### config.mk
export PLATFORM = sky130hd
export DESIGN_NAME = node_sync_ctrl
export DESIGN_NICKNAME = d
export VERILOG_FILES = /design/src/rtl/nsync_pkg.sv /design/src/rtl/nsync_evt_sel.sv /design/src/rtl/nsync_window.sv /design/src/rtl/nsync_counter.sv /design/src/rtl/nsync_phase.sv /design/src/rtl/node_sync_ctrl.sv
export SDC_FILE = /design/constraint.sdc
export NUM_CORES = 1
export LEC_CHECK = 0
export ABC_AREA = 1
export ABC_CLOCK_PERIOD_IN_PS = 7800
export BUFFER_PORTS_ARGS = -buffer_cell sky130_fd_sc_hd__buf_2
export CAP_MARGIN = 15
export CORE_MARGIN = 10
export CORE_UTILIZATION = 50
export CTS_BUF_LIST = sky130_fd_sc_hd__clkbuf_8
export DETAILED_ROUTE_END_ITERATION = 10
export PLACE_DENSITY = 0.72
export REMOVE_ABC_BUFFERS = 1
export SLEW_MARGIN = 10
export SYNTH_ARGS = -nofsm -noshare
export SYNTH_HDL_FRONTEND = slang
export SYNTH_SLANG_ARGS = --single-unit
### constraint.sdc
create_clock -name clk -period 7.8 [get_ports clk]
set_input_delay 0.78 -clock clk [delete_from_list [all_inputs] [get_ports clk]]
set_output_delay 0.78 -clock clk [all_outputs]
set_load 0.05 [all_outputs]
### src/rtl/nsync_pkg.sv
package nsync_pkg;

  typedef enum logic [1:0] {PH0 = 2'd0, PH1 = 2'd1, PH2 = 2'd2, PH_BAD = 2'd3} phase_t;

  // limit for a threshold exponent
  function automatic int thr_value(input int code);
    return 1 << code;
  endfunction

  // add with ceiling
  function automatic int sat_add(input int v, input int inc, input int maxv);
    int s;
    s = v + inc;
    return (s > maxv) ? maxv : s;
  endfunction

  // next candidate grouping for the given rate
  function automatic phase_t next_phase(input phase_t s, input logic third);
    if (!third) return (s == PH0) ? PH1 : PH0;
    case (s)
      PH0:     return PH1;
      PH1:     return PH2;
      default: return PH0;
    endcase
  endfunction

endpackage

### src/rtl/nsync_evt_sel.sv
module nsync_evt_sel (
  input  logic bit_stb,
  input  logic mis_sel,
  input  logic mismatch_n,
  input  logic renorm,
  output logic evt
);
  logic picked;
  assign picked = mis_sel ? ~mismatch_n : renorm;
  assign evt    = bit_stb & picked;
endmodule

### src/rtl/nsync_window.sv
module nsync_window #(
  parameter int WIN_LOG = 8
) (
  input  logic clk,
  input  logic rst_n,
  input  logic bit_stb,
  input  logic restart,
  output logic win_last
);
  logic [WIN_LOG-1:0] idx;

  assign win_last = (idx == {WIN_LOG{1'b1}});

  always_ff @(posedge clk) begin
    if (!rst_n)       idx <= '0;
    else if (bit_stb) idx <= restart ? '0 : idx + 1'b1;
  end

  assert_restart_R5: assert property (@(posedge clk) disable iff (!rst_n)
    (bit_stb && restart) |=> (idx == '0));
  assert_idle_hold_R3: assert property (@(posedge clk) disable iff (!rst_n)
    !bit_stb |=> $stable(idx));
  assert_wrap_R6: assert property (@(posedge clk) disable iff (!rst_n)
    (bit_stb && win_last) |=> (idx == '0));
endmodule

### src/rtl/nsync_counter.sv
module nsync_counter
  import nsync_pkg::*;
#(
  parameter int CNT_W = 8,
  parameter int THR_W = 3
) (
  input  logic             clk,
  input  logic             rst_n,
  input  logic             bit_stb,
  input  logic             evt,
  input  logic             win_last,
  input  logic [THR_W-1:0] thr_code,
  output logic             exceed,
  output logic [CNT_W-1:0] count
);
  localparam int CNT_MAX = (1 << CNT_W) - 1;

  logic [CNT_W-1:0] cnt_next;

  assign cnt_next = CNT_W'(sat_add(int'(count), int'(evt), CNT_MAX));
  assign exceed   = bit_stb && (int'(cnt_next) > thr_value(int'(thr_code)));

  always_ff @(posedge clk) begin
    if (!rst_n)                   count <= '0;
    else if (bit_stb) begin
      if (exceed || win_last)     count <= '0;
      else                        count <= cnt_next;
    end
  end

  assert_clear_after_jump_R5: assert property (@(posedge clk) disable iff (!rst_n)
    exceed |=> (count == '0));
  assert_idle_hold_R3: assert property (@(posedge clk) disable iff (!rst_n)
    !bit_stb |=> $stable(count));
  assert_window_clear_R6: assert property (@(posedge clk) disable iff (!rst_n)
    (bit_stb && win_last) |=> (count == '0));
  assert_step_R11: assert property (@(posedge clk) disable iff (!rst_n)
    (bit_stb && !exceed && !win_last && count != CNT_W'(CNT_MAX))
      |=> (count == $past(count) + CNT_W'($past(evt))));
endmodule

### src/rtl/nsync_phase.sv
module nsync_phase
  import nsync_pkg::*;
(
  input  logic   clk,
  input  logic   rst_n,
  input  logic   advance,
  input  logic   third,
  output phase_t state,
  output logic   flip
);
  always_ff @(posedge clk) begin
    if (!rst_n) begin
      state <= PH0;
      flip  <= 1'b0;
    end else begin
      flip <= advance;
      if (advance) state <= next_phase(state, third);
    end
  end

  assert_third_valid_R8: assert property (@(posedge clk) disable iff (!rst_n)
    (advance && third) |=> (state != PH_BAD));
  assert_half_pair_R7: assert property (@(posedge clk) disable iff (!rst_n)
    (advance && !third) |=> (state == PH0 || state == PH1));
  assert_moves_R9: assert property (@(posedge clk) disable iff (!rst_n)
    advance |=> (state != $past(state)));
  assert_still_R3: assert property (@(posedge clk) disable iff (!rst_n)
    !advance |=> $stable(state));
endmodule

### src/rtl/node_sync_ctrl.sv
module node_sync_ctrl
  import nsync_pkg::*;
#(
  parameter int WIN_LOG = 8,
  parameter int CNT_W   = 8,
  parameter int THR_W   = 3
) (
  input  logic             clk,
  input  logic             rst_n,
  input  logic             bit_stb,
  input  logic             mis_sel,
  input  logic             mismatch_n,
  input  logic             renorm,
  input  logic [THR_W-1:0] thr_code,
  input  logic             auto_en,
  input  logic [1:0]       manual_sync,
  input  logic             rate_third,
  output logic [1:0]       sync_state,
  output logic [1:0]       sync_eff,
  output logic             sync_flip,
  output logic [CNT_W-1:0] evt_count
);
  logic   evt;
  logic   win_last;
  logic   exceed;
  phase_t phase;

  nsync_evt_sel u_sel (
    .bit_stb(bit_stb), .mis_sel(mis_sel), .mismatch_n(mismatch_n),
    .renorm(renorm), .evt(evt)
  );

  nsync_window #(.WIN_LOG(WIN_LOG)) u_win (
    .clk(clk), .rst_n(rst_n), .bit_stb(bit_stb),
    .restart(exceed), .win_last(win_last)
  );

  nsync_counter #(.CNT_W(CNT_W), .THR_W(THR_W)) u_cnt (
    .clk(clk), .rst_n(rst_n), .bit_stb(bit_stb), .evt(evt),
    .win_last(win_last), .thr_code(thr_code),
    .exceed(exceed), .count(evt_count)
  );

  nsync_phase u_ph (
    .clk(clk), .rst_n(rst_n), .advance(exceed),
    .third(rate_third), .state(phase), .flip(sync_flip)
  );

  assign sync_state = phase;
  assign sync_eff   = auto_en ? sync_state : manual_sync;

  assert_no_evt_idle_R3: assert property (@(posedge clk) disable iff (!rst_n)
    !bit_stb |-> !evt);
  assert_flip_single_R9: assert property (@(posedge clk) disable iff (!rst_n)
    sync_flip |=> !sync_flip);
  assert_flip_count_zero_R5: assert property (@(posedge clk) disable iff (!rst_n)
    sync_flip |-> (evt_count == '0));
endmodule

[Yosys cells after proc, flatten, opt, wreduce, memory -nomap -nowiden]
Cells that the tools add are included.
Widths: inputs -> output; s select.
Cells by class
  reductions and logical operators: 3
  bitwise operators: 2
  mux-type cells: 12
  shift-type cells: 1
  eq/ne operators: 2
  add/sub/neg operators: 2
  magnitude comparators: 2
Operators with widths (count)
  $gt 9x32->1: 1
  $shl 1x3->32 const A: 1
  $mux 8: 3
  $add 8x1->9: 1
  $gt 9x8->1 const B: 1
  $add 8x1->8 const B: 1
  $eq 8x8->1 const B: 1
  $mux 2: 3
  $mux 1: 5
  $pmux 2 s2: 1
  $eq 2x1->1 const B: 1
  $logic_not 2->1: 1
  $and 1x1->1: 1
  $logic_and 1x1->1: 1
  $logic_or 1x1->1: 1
  $not 1->1: 1
Storage, ports and cells
  output and inout bits: 13
  input bits: 13
  word-level logic and storage cells: 28
  register bits after elaboration: 19

[Depth between registers and ports, before layout]
  depth in word-level cells: 11
  mapped depth: 20
  mapped depth without buffers: 19

[By module]
Synthesis repeated with hierarchy kept, for this count alone.
Unflattened totals
  cell total of the unflattened synthesis: 212
  area, all modules: 1398.8 µm²
By module, submodules not included
  nsync_counter: cells each 129, sequential area each 160.2 µm², area each 850.8 µm², times used 1
  nsync_window: cells each 57, sequential area each 160.2 µm², area each 386.6 µm², times used 1
  nsync_phase: cells each 15, sequential area each 60.1 µm², area each 117.6 µm², times used 1
  node_sync_ctrl: cells each 7, sequential area each 0.0 µm², area each 26.3 µm², times used 1
  nsync_evt_sel: cells each 4, sequential area each 0.0 µm², area each 17.5 µm², times used 1

[Worst setup path before layout]
No wires, ideal clock.
  path type: input to register
  start point: in bit_stb
  end point: reg u_cnt.count[1]
  path slack: 4571 ps
  buffers on the path: 2
  required time: 7728 ps
  data arrival time: 3158 ps
  setup time: 72 ps
  stages: 20
  cells stage by stage: inv_1 clkbuf_1 a211oi_1 ha_1 nand2_1 clkinv_1 nand3_1 nor2_1 xnor2_1 nand2_1 ha_1 nand4_1 inv_1 nand3_1 o21ai_1 inv_1 nand2_2 buf_6 nand4_1 a21oi_1
On the way
  cells in the longest elaborated chain, start to end: 8
RTL lines
  from (decl): RTL line node_sync_ctrl.sv:10  | input logic bit_stb,
  $and 1x1->1: RTL line nsync_evt_sel.sv:10  | assign evt = bit_stb & picked;
  $add 8x1->9: RTL line nsync_pkg.sv:13  | s = v + inc;
  $gt 9x8->1: RTL line nsync_pkg.sv:14  | return (s > maxv) ? maxv : s;
  $mux 8: RTL line nsync_pkg.sv:14
  $gt 9x32->1: RTL line nsync_counter.sv:21  | assign exceed = bit_stb && (int'(cnt_next) > thr_value(int'(thr_code)));
  $logic_and 1x1->1: RTL line nsync_counter.sv:21
  $logic_or 1x1->1: RTL line nsync_counter.sv:26  | if (exceed || win_last) count <= '0;
  $mux 8: RTL line nsync_counter.sv:26
  to (signal assigned): RTL line nsync_counter.sv:27  | else count <= cnt_next;
  to (decl): RTL line nsync_counter.sv:14  | output logic [CNT_W-1:0] count
Several ways; a longest one is shown, not always the timed one.
A chain may end at the register's enable or synchronous reset.

[Final worst setup path]
  start point: in bit_stb
  end point: reg u_win.idx[4]
On the way
  cells in the longest elaborated chain, start to end: 7
RTL lines
  $and 1x1->1: RTL line nsync_evt_sel.sv:10
  $add 8x1->9: RTL line nsync_pkg.sv:13
  $gt 9x8->1: RTL line nsync_pkg.sv:14
  $mux 8: RTL line nsync_pkg.sv:14
  $gt 9x32->1: RTL line nsync_counter.sv:21
  $logic_and 1x1->1: RTL line nsync_counter.sv:21
  $mux 8: RTL line nsync_window.sv:16  | else if (bit_stb) idx <= restart ? '0 : idx + 1'b1;
  to (signal assigned): RTL line nsync_window.sv:16
  to (decl): RTL line nsync_window.sv:10  | logic [WIN_LOG-1:0] idx;
Several ways; a longest one is shown, not always the timed one.

==> flow_metrics.tcl <==
set metrics [dict create \
    placement.io_buffers 25 \
    routabilityCongestion 0.877 \
    worstSetupPathType "input port to register" \
    antenna_found_initial 0 \
    cap_viol_max_count 0 \
    die_w_um 70.4 \
    timing.critical_path.from_type "input port" \
    grt_overflow 0 \
    final_net_count 230 \
    final-hold-violation-count 0 \
    clockRootBuffer "sky130_fd_sc_hd__clkbuf_8" \
    post_cts_hold_fix_bufs 0 \
    path_max_fanout 14 \
    post-place-ws_ns 4.01 \
    place_area_um2 1410 \
    insertion_delay_ns 0.25 \
    cts_resized 0 \
    grt_max_degree 15 \
    clock_sink_count 19 \
    drt_wl_total_mm 3.09 \
    async_set_or_reset_register_ratio_after_synthesis 0 \
    die-height_um 70.4 \
    ys.flop_type "sky130_fd_sc_hd__dfxtp_1" \
    ordered_list_of_cells_on_the_worst_path "buf_2, inv_1, a211oi_1, ha_1, nand2_1, clkinv_1, nand3_1, nor2_1, xnor2_1, nand2_1, ha_1, nand4_1, inv_1, nand3_1, o21ai_1, inv_1, nand2_2, nand2_2, nor3b_2" \
    synth_seq_cells 19 \
    final.setup.tns_ns 0 \
    first_global_vias 1225 \
    sequential_cell_area_fraction_in_the_yosys_report 0.300 \
    max-slew-margin-rel 0.679 \
    core-area_um2 2450 \
    initialDrtViolationCount 64 \
    synthDistinctLibCells 30 \
    cts_setup_buffers 0 \
    worst_setup_hold_path_clk_slew_ns 0.07 \
    layout_worst_path_cycle_share 0.453 \
    post_drt_via_cell_ratio 5.30 \
    worst_clock_skew_ns 0.00422 \
    top_ports 26 \
    critical-path-slowest-cell "sky130_fd_sc_hd__a211oi_1" \
    detail_route.first_pass.iterations 4 \
    antenna_cells 0 \
    cts_max_level 1 \
    final_period_minus_worst_setup_slack_ns 3.53 \
    syn-mean-instance-area_um2 7.05 \
    rows 18 \
    arr_time_crit_path_ns 3.72 \
    tightestPinTransition_ns 0.477 \
    timing_max_transition_violations_final 0 \
    detail_route.wl_per_cell_um 13.1 \
    setup-violations-final 0 \
    clock.fmax_mhz 283 \
    fraction_of_final_layout_cells_with_drive_strength_greater_than_1 0.214 \
    synth_enable_flop_cells 0 \
    power.ir.vdd_worst_uv 147 \
    syn_to_final_growth_pct 14.9 \
    finalPower_mw 0.205 \
    synthesis.area_um2 1270 \
    clockBufferDepth 2 \
    antenna_left 0 \
    cpMostUsedCell "sky130_fd_sc_hd__inv_1" \
    dp_hpwl_mm 2.52 \
    cellLeakagePower_nw 0.700 \
    post_detailed_route_drc_marker_count 0 \
    grt_pass1_wl_mm 5.20 \
    cp_data_required_time_ns 7.99 \
    fin_area_um2 1460 \
    clock_tree_from_tritoncts "done" \
    status "finished clean" \
    cts_buffers 3 \
    hold_path_class "register to register" \
    die_area_um2 4950 \
    grt_usage 0.122 \
    setup_slack_ns 4.27 \
    postSynthCellCount 180 \
    yosysWarningCount 0 \
    effective_utilization_at_floorplan 0.517 \
    rsz0062_at_grt "no" \
    dr_total_vias 1250 \
    critical-path-max-stage-delay_ns 0.36 \
    power_per_cell_area_nw_per_um2 140 \
    crit_path_end_kind "register" \
]
-- power breakdown --
part           switching (mW)  leakage [nW]  total, mW  internal (mW)
registers             0.00200         0.154      0.101         0.0994
clock network          0.0309        0.0255     0.0664         0.0355
logic                  0.0256         0.521     0.0370         0.0114
-- cells in the final DEF (no fill, tap or decap), types with 2 or more instances in the layout --
cell | Yosys | layout
sky130_fd_sc_hd__nand2_1 | 31 | 31
sky130_fd_sc_hd__buf_2 | 1 | 25
sky130_fd_sc_hd__inv_1 | 19 | 19
sky130_fd_sc_hd__dfxtp_1 | 19 | 19
sky130_fd_sc_hd__nor2_1 | 18 | 18
sky130_fd_sc_hd__nand3_1 | 16 | 16
sky130_fd_sc_hd__a21oi_1 | 15 | 15
sky130_fd_sc_hd__nand4_1 | 12 | 12
sky130_fd_sc_hd__ha_1 | 10 | 10
sky130_fd_sc_hd__nand2_2 | 6 | 6
sky130_fd_sc_hd__o21ai_0 | 4 | 4
sky130_fd_sc_hd__nor3_1 | 3 | 3
sky130_fd_sc_hd__xor2_1 | 3 | 3
sky130_fd_sc_hd__clkbuf_8 | 0 | 3
sky130_fd_sc_hd__inv_2 | 2 | 2
sky130_fd_sc_hd__clkinv_1 | 2 | 2
sky130_fd_sc_hd__xnor2_1 | 2 | 2
sky130_fd_sc_hd__nand2_4 | 2 | 2
sky130_fd_sc_hd__a211oi_1 | 2 | 2
sky130_fd_sc_hd__o21ai_1 | 2 | 2
-- layout make-up --
| class | instances | area, um2 |
|---|---|---|
| inverter | 23 | 86.3 |
| multi-input combinational | 135 | 782 |
| clock inverter | 1 | 5.00 |
| tap | 30 | 37.5 |
| sequential | 19 | 380 |
| fill | 246 | 997 |
| clock buffer | 3 | 41.3 |
| timing repair buffer | 25 | 125 |
-- flip-flops by register name, summed over array words and instances, names as in the netlist --
name / cells
u_cnt.count: 8
u_ph.state: 2
u_win.idx: 8
u_ph.flip: 1
-- critical path: cells and delay by family --
family | cells | cell delay, ns
XOR/XNOR | 1 | 0.13
AND/OR/NAND/NOR | 9 | 1.07
AO/OA/AOI/OAI | 2 | 0.49
adder cells (fa/ha/maj) | 2 | 0.59
buffers and inverters | 5 | 0.65
-- worst paths after layout --
kind / startpoint / end / slack (ns) / cells after the start
setup / recovery: bit_stb / u_win.idx[4] / 4.27 / 19
hold / removal: u_win.idx[1] / u_win.idx[1] / 0.52 / 2
setup reg to reg: u_cnt.count[0] / u_win.idx[4] / 5.23 / 16
hold reg to reg: u_win.idx[1] / u_win.idx[1] / 0.52 / 2
-- cell usage after synthesis (3+ instances only) --
cell type / count / share of area
sky130_fd_sc_hd__dfxtp_1: 19 / 0.30
sky130_fd_sc_hd__nor3_1: 3 / 0.012
sky130_fd_sc_hd__o21ai_0: 4 / 0.016
sky130_fd_sc_hd__nand3_1: 16 / 0.063
sky130_fd_sc_hd__nand4_1: 12 / 0.059
sky130_fd_sc_hd__xor2_1: 3 / 0.021
sky130_fd_sc_hd__nand2_1: 31 / 0.092
sky130_fd_sc_hd__ha_1: 10 / 0.099
sky130_fd_sc_hd__inv_1: 19 / 0.056
sky130_fd_sc_hd__nor2_1: 18 / 0.053
sky130_fd_sc_hd__nand2_2: 6 / 0.030
sky130_fd_sc_hd__a21oi_1: 15 / 0.059
-- metrics by stage --
step | util | hold WS [ns] | cells
after floorplan | - | 0.462 | 177
after global placement | 0.575 | 0.494 | 232
after detailed placement | 0.575 | 0.492 | 232
after CTS | 0.594 | 0.502 | 236
after global routing | 0.594 | 0.553 | 236
final | 0.594 | 0.516 | 236
-- routing by layer --
layer / GRT usage / up-vias / wire [um]
met5: 0 / - / 0
met4: 0.0197 / 0 / 14
met3: 0.0480 / 4 / 232
met2: 0.225 / 31 / 1520
met1: 0.129 / 561 / 1330
li1: - / 654 / -
-- cells by family after synthesis --
family / share of synthesized area
xor gates and xnor gates: 0.0345
AOI/OAI and AO/OA: 0.112
adders and majority gates: 0.0986
DFF: 0.300
and+or+nand+nor: 0.371
buffers and inverters: 0.0838
No activity file was read; power rests on OpenSTA's default activity.
